[src/rtl/ramp_adc_ctrl.sv]
module ramp_adc_ctrl #(
  parameter int WIDTH = 8
) (
  input  logic             clk,
  input  logic             rst_n,
  input  logic             start_i,
  input  logic             cmp_i,
  output logic [WIDTH-1:0] dac_code_o,
  output logic [WIDTH-1:0] data_o,
  output logic             eoc_n_o,
  output logic             busy_o
);
  localparam logic [WIDTH-1:0] FULL = {WIDTH{1'b1}};

  logic [WIDTH-1:0] cnt, code_d1, code_d2;
  logic             vld_d1, vld_d2;
  logic             cmp_s1, cmp_s2;
  logic             busy, done;

  assign done       = busy && vld_d2 && (cmp_s2 || code_d2 == FULL);
  assign dac_code_o = cnt;
  assign busy_o     = busy;

  always_ff @(posedge clk or negedge rst_n) begin
    if (!rst_n) begin
      cmp_s1 <= 1'b0;
      cmp_s2 <= 1'b0;
    end else begin
      cmp_s1 <= cmp_i;
      cmp_s2 <= cmp_s1;
    end
  end

  always_ff @(posedge clk or negedge rst_n) begin
    if (!rst_n) begin
      busy    <= 1'b0;
      cnt     <= '0;
      code_d1 <= '0;
      code_d2 <= '0;
      vld_d1  <= 1'b0;
      vld_d2  <= 1'b0;
      data_o  <= '0;
      eoc_n_o <= 1'b1;
    end else begin
      eoc_n_o <= !done;
      if (done) begin
        data_o <= code_d2;
        busy   <= 1'b0;
      end else if (!busy && start_i) begin
        busy   <= 1'b1;
        cnt    <= '0;
        vld_d1 <= 1'b0;
        vld_d2 <= 1'b0;
      end else if (busy) begin
        if (cnt != FULL) cnt <= cnt + 1'b1;
        code_d1 <= cnt;
        code_d2 <= code_d1;
        vld_d1  <= 1'b1;
        vld_d2  <= vld_d1;
      end
    end
  end
endmodule


[config.mk]
export PLATFORM = sky130hd
export DESIGN_NAME = ramp_adc_ctrl
export DESIGN_NICKNAME = d
export VERILOG_FILES = /design/src/rtl/ramp_adc_ctrl.sv
export SDC_FILE = /design/constraint.sdc
export NUM_CORES = 1
export LEC_CHECK = 0
export BUFFER_PORTS_ARGS = -buffer_cell sky130_fd_sc_hd__buf_4
export CORE_UTILIZATION = 56
export DETAILED_ROUTE_END_ITERATION = 7
export PLACE_DENSITY = 0.82
export SLEW_MARGIN = 0
export SYNTH_ARGS = -nofsm -noshare
export SYNTH_HDL_FRONTEND = slang
export SYNTH_SLANG_ARGS = --single-unit
[constraint.sdc]
create_clock -name clk -period 3.3 [get_ports clk]
set_clock_uncertainty 0.1 [all_clocks]
set_input_delay 0.165 -clock clk [delete_from_list [all_inputs] [get_ports clk]]
set_output_delay 0.165 -clock clk [all_outputs]
set_load 0.01 [all_outputs]
==> metrics.txt, run 1 <==
status=finished clean; DR vias=1036; R2R depth=4; Gate power share=31.2%; drt total wl=2.82 mm; dpl ws=1.26 ns; Mapped Nets=124; H-tree depth=2; fill count=204; crit path capture=code_d1[7]$_DFFE_PN0P_; CP Class=reg -> reg; grt peak-use layer=met2; Ports=22; Mean Syn Cell Area=13.7 µm²; Rows=19; Syn-to-layout area delta=16.9%; Yosys cell types=35; met2 Track Usage GR=32.3%; Clk pwr share=21.5%; P_sw=0.000476 W; Final ANT Viol Nets=0; sequential share of power=47.3%; synth warn=0; TritonCTS clock tree=done; CP bufs+invs=0; design area=0.00191 mm²; Reg clk slew, reported paths=0.11 ns; RR Startpoint=code_d2[7]$_DFFE_PN0P_; data required time at the worst endpoint=3.42 ns; GP Congestion=0.830; Max Cap Viol=0; post-synthesis sequential element count=38; GRT met3 Usage=6.28%; slowest CP cell=a21o_1; Pleak=0.953 nW; Die Span X=56.0 µm; port bufs=21; leading cell type in the layout, fill and taps excluded=dfrtp_1; Largest delay share family, worst path=compound AO/OA/AOI/OAI gates; root buffer cell=clkbuf_4; top area cells in the synthesized netlist=dfrtp_1, mux2_2, mux2_4, nand2_1, a21oi_1; first-pass GRT wire length=4.95 mm; largest buffer count on any clock path=2; crit path time final=2.06 ns; Starting DRT DRC Count=32; fin cells=178; r2r setup slk=1.24 ns; setup_tns=0 ns; Die ar.=0.00313 mm²; global-route usage over all layers=21.2%; Die Y=56.0 µm; first drt pass iteration count=4; initial antenna violation count=0; share of the synthesized area in the top cell type=56.7%; Remaining DRCs=0; M1 GR Usage=28.3%; max-slew violations=0; Clk Latency, worst-skew pair=0.33 ns; Placed Cells=168; average vias per placed instance=5.82; Slew @ Worst Pin=0.738 ns; Sw Ratio=31.8%; CP Launch Point=code_d2[7]$_DFFE_PN0P_; worst path arrival time=2.17 ns; Critical Path End Type=flip-flop; critical path peak fanout=21; layout cell share with drive strength beyond 1=40.8%; CP Depth=4; Post-CTS Setup Inserts=0; Final period util=62.3%; CP Cell Sequence=nand4_1, o21bai_4, a21o_1, mux2_2; Post-Syn Instances=119; Num Clock Sinks=38; NumNets Final=151; Fmax=486 MHz; final setup fails=0; worst setup margin=1.24 ns; synthesized cell area=0.00163 mm²; Final Hold Fails=0; post-synthesis sequential area ratio=58.4%; Initial Util=59.2%; largest net degree at the start of global routing=39; Fin Hold WS=0.0509 ns; Internal Dissipation=0.00102 W; commonest cells after routing, fill and taps aside=dfrtp_1, buf_4, mux2_2, nand2_1, mux2_4; placed cell area=0.00180 mm²; CTS buffer count=5; slowest stage delay, CP=0.63 ns; WL/cell=15.8 µm; worst min path class=in -> reg; Slew headroom=50.8%; RSZ-0062 raised after global routing=no; ANT cells=0; post-synth top area cell=dfrtp_1; FF-to-FF End=code_d1[7]$_DFFE_PN0P_; GR Overflow Total=0; CP startpoint kind=flip-flop; Power Dens Cells=784 mW/mm²; vias in the first global route=1033; Peak VDD IR=588 µV; DP Wirelength=1.94 mm; core area=0.00276 mm²
-- worst min-delay path: stages --
cell and delay [ns]:
buf_4 0.09, nor2_1 0.08, nand2_1 0.07, nand2_1 0.05
-- layer usage --
| layer | vias to the layer above | share of wire, % |
|---|---|---|
| met2 | 40 | 49 |
| met3 | 5 | 4.9 |
| li1 | 488 | - |
| met1 | 503 | 45 |
| met4 | 0 | 1.2 |
| met5 | - | 0 |
-- state kept, by name, summed over array words and instances (netlist names) --
register / cells
code_d1: 8
cmp_s2: 1
dac_code_o: 8
vld_d1: 1
data_o: 8
code_d2: 8
busy_o: 1
eoc_n_o: 1
cmp_s1: 1
vld_d2: 1
-- how the worst min path moves through the flow --
stage / from / end / slack [ns] / cells past startpoint
floorplan: rst_n / busy_o$_DFFE_PN0P_ / -0.23 / 0
global placement: rst_n / data_o[0]$_DFFE_PN0N_ / 0.05 / 1
detailed placement: rst_n / data_o[2]$_DFFE_PN0N_ / 0.04 / 1
CTS: start_i / busy_o$_DFFE_PN0P_ / 0.04 / 3
global route: start_i / vld_d2$_DFFE_PN0P_ / 0.06 / 4
finish: start_i / vld_d2$_DFFE_PN0P_ / 0.05 / 4
-- logic make-up after synthesis --
| kind of cell | count (synthesis) | share of synthesized area, % |
|---|---|---|
| simple gates | 26 | 8.97 |
| flops | 38 | 58.4 |
| xor+xnor | 1 | 0.537 |
| compound gates | 22 | 10.0 |
| buf+inv | 6 | 2.30 |
| mux | 25 | 19.0 |
| fa+ha+maj | 1 | 0.767 |
-- area by class of cell --
class	count	area [µm²]	share of cell area, %
multi-input combinational	75	642	33.7
clock inverter	1	30.0	1.57
timing repair buffer	23	178	9.32
tap	31	38.8	2.03
clock buffer	7	55.1	2.89
inverter	3	11.3	0.591
sequential	38	952	49.9
-- power groups by stage --
stage | sequential (W) | combinational (W) | clock (W)
final | 0.000707 | 0.000466 | 0.000322
after floorplan | 0.000704 | 0.000329 | 0
after global placement | 0.000706 | 0.000451 | 0
after CTS | 0.000705 | 0.000468 | 0.000331
after detailed placement | 0.000715 | 0.000464 | 0
after global routing | 0.000725 | 0.000511 | 0.000355
-- per-stage QoR --
| step | total power (W) | utilization (%) |
|---|---|---|
| final | 0.00149 | 69.1 |
| after global routing | 0.00159 | 69.1 |
| after CTS | 0.00150 | 69.1 |
| after detailed placement | 0.00118 | 65.3 |
| after global placement | 0.00116 | 65.3 |
| after floorplan | 0.00103 | - |
-- Yosys cell counts --
cell type	number
nand2_1	9
nand3_1	1
mux2i_1	1
buf_4	2
a21boi_2	1
a21o_1	1
o21bai_4	1
nand4_1	4
and4b_1	1
o21ai_0	3
inv_1	2
a31oi_1	1
o311ai_0	1
xnor2_1	1
nor2_1	4
ha_1	1
a311oi_1	1
a211o_1	1
dfrtp_1	37
o21a_1	1
o31ai_1	2
dfstp_2	1
and4_1	2
nor3_1	1
a21oi_2	1
inv_2	1
a21oi_1	6
mux2_2	16
and2_4	2
o311ai_1	1
nand2_4	1
mux2_4	8
buf_6	1
a41oi_1	1
and3_1	1
-- what timing repair did --
action                    4_1_cts  5_1_grt
hold endpoints to repair       39        0
gates resized for setup         0        0
hold buffers                    2        0
Note: power is estimated with default switching activity, not from simulation.
==> inputs of run 2 (changes only) <==
CORE_UTILIZATION = 55   (was 56)
PLACE_DENSITY = 0.81   (was 0.82)
clock period = 1.9 ns   (was 3.3 ns; I/O delays follow)
==> run 2 against run 1 <==
Net effect: wire length is 5.0% higher; power is 80% higher; utilization is 1.3 points higher; fmax is 15% higher; first-iteration DRC count is 38% lower; via count is 1.9% higher; combinational power is 110% higher; final cell count is 3.9% higher; clock power is 66% higher; count of clock-buffer cells in the layout is 2 lower; critical path type unchanged; largest power group unchanged; highest routed layer unchanged.
==> metrics.txt, run 2 (synthesized netlist as in run 1, its figures left out) <==
status=finished clean; FF/Latch Area=955 µm²; max-slew violations=0; final setup fails=0; critical path peak fanout=6; global-route usage over all layers=20.4%; CTS buffer count=5; Reg clk slew, reported paths=0.11 ns; H-tree depth=2; port bufs=21; Pleak=0.981 nW; TritonCTS clock tree=done; Slew headroom=69.5%; footprint of the multi-input gates=644 µm²; average vias per placed instance=5.71; Final Hold Fails=0; P_sw=0.000883 W; dpl ws=0.0416 ns; setup_tns=0 ns; Slew @ Worst Pin=0.457 ns; DR vias=1056; DP Wirelength=1.95 mm; Power Dens Cells=1370 mW/mm²; vias in the first global route=1024; Clk Latency, worst-skew pair=0.35 ns; Clk pwr share=19.9%; Gate power share=35.6%; Die ar.=0.00319 mm²; layout cell share with drive strength beyond 1=45.5%; Starting DRT DRC Count=20; commonest cells after routing, fill and taps aside=dfrtp_1, buf_4, mux2_2, nand2_1, mux2_4; Remaining DRCs=0; data required time at the worst endpoint=2.04 ns; Final ANT Viol Nets=0; Syn-to-layout area delta=20.1%; Num Clock Sinks=38; Max Cap Viol=0; NumNets Final=158; Critical Path End Type=flip-flop; Rows=19; drt total wl=2.96 mm; Internal Dissipation=0.00181 W; GP Congestion=0.823; Sw Ratio=32.8%; Ports=22; core area=0.00278 mm²; first drt pass iteration count=4; initial antenna violation count=0; worst setup margin=0.105 ns; fill count=201; r2r setup slk=0.11 ns; largest buffer count on any clock path=2; first-pass GRT wire length=4.89 mm; worst path arrival time=1.94 ns; Fmax=557 MHz; GR Overflow Total=0; Peak VDD IR=1210 µV; CP startpoint kind=flip-flop; leading cell type in the layout, fill and taps excluded=dfrtp_1; largest net degree at the start of global routing=39; Final period util=94.5%; CP Class=reg -> reg; RSZ-0062 raised after global routing=no; Die Span X=56.5 µm; root buffer cell=clkbuf_4; WL/cell=16.0 µm; Initial Util=58.7%; Die Y=56.5 µm; crit path time final=1.79 ns; worst min path class=in -> async; Fin Hold WS=0.125 ns; ANT cells=0; sequential share of power=44.6%
run 2: area by class of cell:
cell class | instances | share of cell area (%)
clock buffers | 5 | 1.92
clock inverters | 3 | 2.04
inverters | 3 | 0.575
multi-input cells | 75 | 32.9
flip-flops and latches | 38 | 48.7
well taps | 31 | 1.98
repair buffers | 30 | 11.9
run 2: worst max-delay path, cell delays in order, from the launching register on:
cell and delay (ns):
dfrtp_2 0.43, ha_2 0.23, nand4_1 0.16, nor2_1 0.22, a21oi_2 0.11, and4b_1 0.22
a211o_1 0.23
run 2: power groups by stage:
stage	Clock [W]	Sequential [W]	Combinational [W]
detailed placement	0	0.00122	0.000896
global route	0.000583	0.00122	0.00105
floorplan	0	0.00122	0.000571
CTS	0.000543	0.00120	0.000911
finish	0.000536	0.00120	0.000958
global placement	0	0.00120	0.000862
run 2: timing repair:
| action | CTS | global route |
|---|---|---|
| gates resized for setup | 0 | 3 |
| hold endpoints to repair | 41 | 0 |
| endpoints found under the setup margin | 0 | 2 |
| buffers inserted | 0 | 3 |
| hold buffers | 3 | 0 |
run 2: worst paths after layout:
kind | start | to | cells after the start
max in group asynchronous | rst_n | dac_code_o[1]$_DFFE_PN0P_ | 2
max | dac_code_o[1]$_DFFE_PN0P_ | dac_code_o[3]$_DFFE_PN0P_ | 6
min in group clk | cmp_s1$_DFF_PN0_ | cmp_s2$_DFF_PN0_ | 0
min | rst_n | code_d2[1]$_DFFE_PN0P_ | 2
max reg2reg | dac_code_o[1]$_DFFE_PN0P_ | dac_code_o[3]$_DFFE_PN0P_ | 6
min reg2reg | cmp_s1$_DFF_PN0_ | cmp_s2$_DFF_PN0_ | 0
run 2: stage by stage:
step / instances / total power (W) / utilization, % / instance area (µm²)
floorplan: 119 / 0.00179 / - / 1630
global placement: 171 / 0.00206 / 65.6 / 1820
detailed placement: 171 / 0.00211 / 65.6 / 1820
CTS: 182 / 0.00265 / 69.5 / 1930
global route: 185 / 0.00285 / 70.4 / 1960
finish: 185 / 0.00269 / 70.4 / 1960
run 2: layer usage:
layer	global-route usage, %	vias up	wire length [µm]
met5	0	-	0
met4	8.01	0	38
met3	7.60	4	148
met2	30.8	27	1400
met1	26.8	523	1370
li1	-	502	-
